[config.mk]
export PLATFORM = sky130hd
export DESIGN_NAME = ptw_top
export DESIGN_NICKNAME = d
export VERILOG_FILES = /design/src/rtl/ptw_pkg.sv /design/src/rtl/ptw_root_reg.sv /design/src/rtl/ptw_addr_gen.sv /design/src/rtl/ptw_fsm.sv /design/src/rtl/ptw_top.sv
export SDC_FILE = /design/constraint.sdc
export NUM_CORES = 1
export LEC_CHECK = 0
export BUFFER_PORTS_ARGS = -buffer_cell sky130_fd_sc_hd__clkbuf_2
export CAP_MARGIN = 5
export CORE_MARGIN = 2
export CORE_UTILIZATION = 52
export DETAILED_ROUTE_END_ITERATION = 8
export PLACE_DENSITY = 0.91
export REMOVE_ABC_BUFFERS = 1
export SKIP_CTS_REPAIR_TIMING = 1
export SLEW_MARGIN = 25
export SYNTH_ARGS = -nofsm -noshare
export SYNTH_HDL_FRONTEND = slang
export SYNTH_SLANG_ARGS = --single-unit
[constraint.sdc]
create_clock -name clk -period 4.33 [get_ports clk]
set_input_delay 0.2165 -clock clk [delete_from_list [all_inputs] [get_ports clk]]
set_output_delay 0.2165 -clock clk [all_outputs]
set_load 0.005 [all_outputs]
[src/rtl/ptw_pkg.sv]
package ptw_pkg;

    typedef enum logic [2:0] {
        ST_IDLE,
        ST_READ_DIR,
        ST_WAIT_DIR,
        ST_READ_TBL,
        ST_WAIT_TBL,
        ST_DONE,
        ST_FAULT
    } walk_state_e;

endpackage

[src/rtl/ptw_root_reg.sv]
module ptw_root_reg #(
    parameter int AW = 32
) (
    input  logic          clk,
    input  logic          rst_n,
    input  logic          wr,
    input  logic [AW-1:0] wdata,
    output logic [AW-1:0] q
);

    always_ff @(posedge clk or negedge rst_n) begin
        if (!rst_n) begin
            q <= '0;
        end else if (wr) begin
            q <= wdata;
        end
    end

endmodule

[src/rtl/ptw_addr_gen.sv]
module ptw_addr_gen #(
    parameter int AW         = 32,
    parameter int OFF_BITS   = 12,
    parameter int DIR_BITS   = 10,
    parameter int ENTRY_LOG2 = 2
) (
    input  logic [AW-1:0]          root,
    input  logic [AW-1:0]          pde,
    input  logic [AW-1:OFF_BITS]   vpn,
    output logic [AW-1:0]          dir_addr,
    output logic [AW-1:0]          tbl_addr
);

    localparam int TBL_BITS = AW - OFF_BITS - DIR_BITS;
    localparam logic [AW-1:0] FRAME_MASK = {{(AW-OFF_BITS){1'b1}}, {OFF_BITS{1'b0}}};

    logic [DIR_BITS-1:0] dir_idx;
    logic [TBL_BITS-1:0] tbl_idx;

    assign dir_idx = vpn[AW-1 -: DIR_BITS];
    assign tbl_idx = vpn[OFF_BITS +: TBL_BITS];

    // Base of each table is frame-aligned; entries are 2**ENTRY_LOG2 bytes apart
    assign dir_addr = (root & FRAME_MASK) + (AW'(dir_idx) << ENTRY_LOG2);
    assign tbl_addr = (pde  & FRAME_MASK) + (AW'(tbl_idx) << ENTRY_LOG2);

endmodule

[src/rtl/ptw_fsm.sv]
module ptw_fsm
    import ptw_pkg::*;
#(
    parameter int AW          = 32,
    parameter int OFF_BITS    = 12,
    parameter int PRESENT_BIT = 0,
    parameter int USER_BIT    = 2
) (
    input  logic                   clk,
    input  logic                   rst_n,
    input  logic                   start,
    input  logic [AW-1:0]          va_in,
    input  logic [AW-1:0]          root_q,
    input  logic                   root_wr,
    input  logic [AW-1:0]          root_wdata,
    input  logic [AW-1:0]          dir_addr,
    input  logic [AW-1:0]          tbl_addr,
    input  logic                   rsp_valid,
    input  logic [AW-1:0]          rsp_data,
    output logic [AW-1:0]          cur_root,
    output logic [AW-1:0]          cur_pde,
    output logic [AW-1:OFF_BITS]   cur_vpn,
    output logic                   busy,
    output logic                   req_valid,
    output logic [AW-1:0]          req_addr,
    output logic                   done_valid,
    output logic [AW-OFF_BITS-1:0] done_vpn,
    output logic [AW-OFF_BITS-1:0] done_pfn,
    output logic [OFF_BITS-1:0]    done_flags,
    output logic                   done_user,
    output logic                   fault_valid,
    output logic                   fault_level,
    output logic [AW-1:0]          fault_va
);

    walk_state_e state, nxt;

    logic [AW-1:0] va_q;
    logic [AW-1:0] root_cap;
    logic [AW-1:0] pde_q;
    logic [AW-1:0] pte_q;
    logic          lvl_q;

    // State register
    always_ff @(posedge clk or negedge rst_n) begin
        if (!rst_n) begin
            state <= ST_IDLE;
        end else begin
            state <= nxt;
        end
    end

    // Next-state logic
    always_comb begin
        nxt = state;
        unique case (state)
            ST_IDLE:     if (start) nxt = ST_READ_DIR;
            ST_READ_DIR: nxt = ST_WAIT_DIR;
            ST_WAIT_DIR: if (rsp_valid) nxt = rsp_data[PRESENT_BIT] ? ST_READ_TBL : ST_FAULT;
            ST_READ_TBL: nxt = ST_WAIT_TBL;
            ST_WAIT_TBL: if (rsp_valid) nxt = rsp_data[PRESENT_BIT] ? ST_DONE : ST_FAULT;
            ST_DONE:     nxt = ST_IDLE;
            ST_FAULT:    nxt = ST_IDLE;
            default:     nxt = ST_IDLE;
        endcase
    end

    // Walk context capture
    always_ff @(posedge clk or negedge rst_n) begin
        if (!rst_n) begin
            va_q     <= '0;
            root_cap <= '0;
            pde_q    <= '0;
            pte_q    <= '0;
            lvl_q    <= 1'b0;
        end else begin
            if (state == ST_IDLE && start) begin
                va_q     <= va_in;
                // A write in the same cycle as the start takes effect for this walk
                root_cap <= root_wr ? root_wdata : root_q;
            end
            if (state == ST_WAIT_DIR && rsp_valid) begin
                pde_q <= rsp_data;
                if (!rsp_data[PRESENT_BIT]) lvl_q <= 1'b0;
            end
            if (state == ST_WAIT_TBL && rsp_valid) begin
                pte_q <= rsp_data;
                if (!rsp_data[PRESENT_BIT]) lvl_q <= 1'b1;
            end
        end
    end

    assign cur_root = root_cap;
    assign cur_pde  = pde_q;
    assign cur_vpn  = va_q[AW-1:OFF_BITS];

    // Output logic
    always_comb begin
        busy        = 1'b1;
        req_valid   = 1'b0;
        req_addr    = tbl_addr;
        done_valid  = 1'b0;
        fault_valid = 1'b0;
        unique case (state)
            ST_IDLE:     busy = 1'b0;
            ST_READ_DIR: begin
                req_valid = 1'b1;
                req_addr  = dir_addr;
            end
            ST_WAIT_DIR: req_addr = dir_addr;
            ST_READ_TBL: req_valid = 1'b1;
            ST_WAIT_TBL: ;
            ST_DONE:     done_valid = 1'b1;
            ST_FAULT:    fault_valid = 1'b1;
            default:     busy = 1'b0;
        endcase
    end

    assign done_vpn    = va_q[AW-1:OFF_BITS];
    assign done_pfn    = pte_q[AW-1:OFF_BITS];
    assign done_flags  = pte_q[OFF_BITS-1:0];
    assign done_user   = pde_q[USER_BIT] & pte_q[USER_BIT];
    assign fault_level = lvl_q;
    assign fault_va    = va_q;

endmodule

[src/rtl/ptw_top.sv]
module ptw_top #(
    parameter int AW          = 32,
    parameter int OFF_BITS    = 12,
    parameter int DIR_BITS    = 10,
    parameter int ENTRY_LOG2  = 2,
    parameter int PRESENT_BIT = 0,
    parameter int USER_BIT    = 2
) (
    input  logic                   clk,
    input  logic                   rst_n,
    input  logic                   root_wr,
    input  logic [AW-1:0]          root_wdata,
    input  logic                   start,
    input  logic [AW-1:0]          va,
    output logic                   busy,
    output logic                   mem_req_valid,
    output logic [AW-1:0]          mem_req_addr,
    input  logic                   mem_rsp_valid,
    input  logic [AW-1:0]          mem_rsp_data,
    output logic                   done_valid,
    output logic [AW-OFF_BITS-1:0] done_vpn,
    output logic [AW-OFF_BITS-1:0] done_pfn,
    output logic [OFF_BITS-1:0]    done_flags,
    output logic                   done_user,
    output logic                   fault_valid,
    output logic                   fault_level,
    output logic [AW-1:0]          fault_va
);

    logic [AW-1:0]        root_q;
    logic [AW-1:0]        cur_root;
    logic [AW-1:0]        cur_pde;
    logic [AW-1:OFF_BITS] cur_vpn;
    logic [AW-1:0]        dir_addr;
    logic [AW-1:0]        tbl_addr;

    ptw_root_reg #(.AW(AW)) u_root (
        .clk   (clk),
        .rst_n (rst_n),
        .wr    (root_wr),
        .wdata (root_wdata),
        .q     (root_q)
    );

    ptw_addr_gen #(
        .AW         (AW),
        .OFF_BITS   (OFF_BITS),
        .DIR_BITS   (DIR_BITS),
        .ENTRY_LOG2 (ENTRY_LOG2)
    ) u_agen (
        .root     (cur_root),
        .pde      (cur_pde),
        .vpn      (cur_vpn),
        .dir_addr (dir_addr),
        .tbl_addr (tbl_addr)
    );

    ptw_fsm #(
        .AW          (AW),
        .OFF_BITS    (OFF_BITS),
        .PRESENT_BIT (PRESENT_BIT),
        .USER_BIT    (USER_BIT)
    ) u_fsm (
        .clk         (clk),
        .rst_n       (rst_n),
        .start       (start),
        .va_in       (va),
        .root_q      (root_q),
        .root_wr     (root_wr),
        .root_wdata  (root_wdata),
        .dir_addr    (dir_addr),
        .tbl_addr    (tbl_addr),
        .rsp_valid   (mem_rsp_valid),
        .rsp_data    (mem_rsp_data),
        .cur_root    (cur_root),
        .cur_pde     (cur_pde),
        .cur_vpn     (cur_vpn),
        .busy        (busy),
        .req_valid   (mem_req_valid),
        .req_addr    (mem_req_addr),
        .done_valid  (done_valid),
        .done_vpn    (done_vpn),
        .done_pfn    (done_pfn),
        .done_flags  (done_flags),
        .done_user   (done_user),
        .fault_valid (fault_valid),
        .fault_level (fault_level),
        .fault_va    (fault_va)
    );

endmodule

==> results.cfg <==
[critical_path]
crit_type = reg -> out
end_kind = output port
crit_path_max_fanout = 30
start_kind = flop
reg2regPathDepth = 4
critPathRequiredTime_ns = 4.11
crit_arrival_ns = 2.68

[logic_synthesis]
synth-main-ff-cell = dfrtp_1
ys_seq_area_share_pct = 59.0
synth.distinct_cells = 28
ys_ff_latch = 129
synthCells = 353
synth_edf_count = 0
ys_warn_count = 0
avgSynthCellArea_sq_um = 15.5
syn-cell-area_sq_um = 5470
ys_async_sr_fraction_pct = 100

[clock_network]
cts.sink_count = 129
clkTransAtPathRegs_ns = 0.05
htree_levels = 4
clk_path_buf_depth = 2
ctsRootBufferMaster = clkbuf_8
clk_latency_ns = 0.51
cts_buffers = 17
cts_tree = yes

[cells_and_area]
diodes = 0
layout-drive-gt1-share_pct = 61.9
nets = 730
syn_to_final_growth_pct = 43.9
regArea_sq_um = 3230
fillerInstances = 641
multi_input_area_sq_um = 1950

[global_routing]
first_global_vias = 3646
grt_pass1_wl_microns = 18100
grt_max_degree = 61
overflow = 0
antenna_found_initial = 0
grtUsageTotal_pct = 20.9

[timing]
slew_headroom_pct = 33.0
hold_violations = 0
setup_viol = 0
setup_ws_ns = 1.44
tightest_slew_ns = 1.00
final.setup.tns_ns = 0
period_share_pct = 66.8
timing.fmax_mhz = 346
min_period_ns = 2.89
fin_worst_skew_ns = 0.00879
drv_slew = 0
rsz0062_at_grt = false
hold_slack_ns = 0.0367

[power]
power_frac_comb_pct = 39.2
clkPwrFrac_pct = 24.3
p_leak_nw = 3.75
power_mw = 5.79
power_density_nw_per_um2 = 735
vdd_drop_max_v = 0.000445
switching_share_pct = 31.2
seq_power_share_pct = 36.5
p_int_mw = 3.99
p_switching_mw = 1.80

[outcome]
status = completed

[die]
dieHeight_microns = 107
start_util_pct = 53.2
die_area_sq_um = 11400
die_w_microns = 107
pin_count = 223
core_sq_um = 10300
fp-row-count = 37

[job]
drv_cap = 0

[drt]
drc_errors = 0
viasPerCell = 5.00
drtIter0Drc = 139
via_count = 3882
totalWireLength_microns = 13700
wire_per_inst_microns = 17.6
first_pass_iters = 5
ant_nets = 0

[place]
dp_slack_ns = 1.98
io_buffers = 208
dp_hpwl_microns = 7970
place.gp.congestion = 0.796

[min_path]
whs_path_depth = 2
hold_path.class = in -> reg
==> path summary, 6_finish.rpt <==
check	start	to	slack, ns
min in group asynchronous	rst_n	u_fsm.cur_root[16]	0.33
max in group asynchronous	rst_n	u_fsm.cur_root[28]	2.95
setup / recovery	u_fsm.state[1]	mem_req_addr[12]	1.44
hold / removal	mem_rsp_data[0]	u_fsm.pte_q[0]	0.04
setup reg to reg	u_fsm.state[2]	u_fsm.fault_va[5]	2.24
hold reg to reg	u_root.q[30]	u_root.q[30]	0.49
==> state kept, by name, indices dropped and copies added (netlist names), named ones only <==
register        flops
u_fsm.pte_q        32
u_fsm.fault_va     32
u_fsm.cur_root     20
u_fsm.cur_pde      21
u_root.q           20
u_fsm.state         3
==> layout by cell type (no fill, tap or decap), drive strengths merged, types with 3 or more instances in the layout <==
cell,count
nor2,5
clkinv,4
mux2,155
dfrtp,129
buf,5
bufinv,3
dlygate4sd3,84
clkbuf,229
==> cell usage after synthesis, types with 2 or more instances <==
library cell  number  area, sq um
nor2_1             4         15.0
buf_6              5         56.3
nor2b_1            2         12.5
mux2_1             2         22.5
mux2_2           153         1720
and3_1             2         12.5
buf_2              5         25.0
dfrtp_1          129         3230
nand3b_1           2         15.0
nand2b_1           2         12.5
buf_4             29          218
inv_1              2         7.51
==> critical path: stages, from the launching register on <==
cell and delay, ns:
dfrtp_1 0.64, xnor2_1 0.19, nor2_4 0.78, mux2_2 0.43, clkbuf_2 0.12
==> power groups by stage <==
| stage | clock [mW] | combinational [mW] | sequential (mW) |
|---|---|---|---|
| 3_3_place_gp | 0 | 2.11 | 2.06 |
| 3_5_place_dp | 0 | 2.17 | 2.12 |
| 2_1_floorplan | 0 | 1.17 | 2.08 |
| 6_report | 1.41 | 2.27 | 2.11 |
| 4_1_cts | 1.43 | 2.19 | 2.10 |
| 5_1_grt | 1.49 | 2.45 | 2.18 |
==> layout make-up <==
type	count	area share, %
clock buffers	22	5.75
clock inverters	9	1.68
inverters	2	0.0954
multi-input cells	183	24.7
flip-flops and latches	129	41.0
well taps	136	2.16
repair buffers	296	24.6
==> metrics by stage <==
stage	utilization [%]	area, sq um	std cells
after floorplan	-	5170	314
after global placement	62.5	6420	661
after detailed placement	62.5	6420	661
after CTS	68.2	7000	692
after global routing	76.6	7870	777
final	76.6	7870	777
==> routing by layer <==
metal / vias to the layer above / global-route usage, % / share of wire [%]
met5: - / 0 / 0
met1: 1973 / 25.0 / 39
met2: 125 / 36.1 / 56
met4: 0 / 5.01 / 0.61
li1: 1776 / - / -
met3: 8 / 7.48 / 4.7
==> cell families (layout without fill, tap and decap cells) <==
| family | Yosys count | count (layout) | synth area share [%] |
|---|---|---|---|
| DFF | 129 | 129 | 59.0 |
| AOI/OAI and AO/OA | 8 | 8 | 1.03 |
| muxes | 155 | 155 | 31.9 |
| buffers and inverters | 42 | 329 | 5.67 |
| xor gates and xnor gates | 1 | 1 | 0.160 |
| other | 1 | 2 | 0.0686 |
| and+or+nand+nor | 17 | 17 | 2.13 |
No activity file was read; power rests on OpenSTA's default activity.
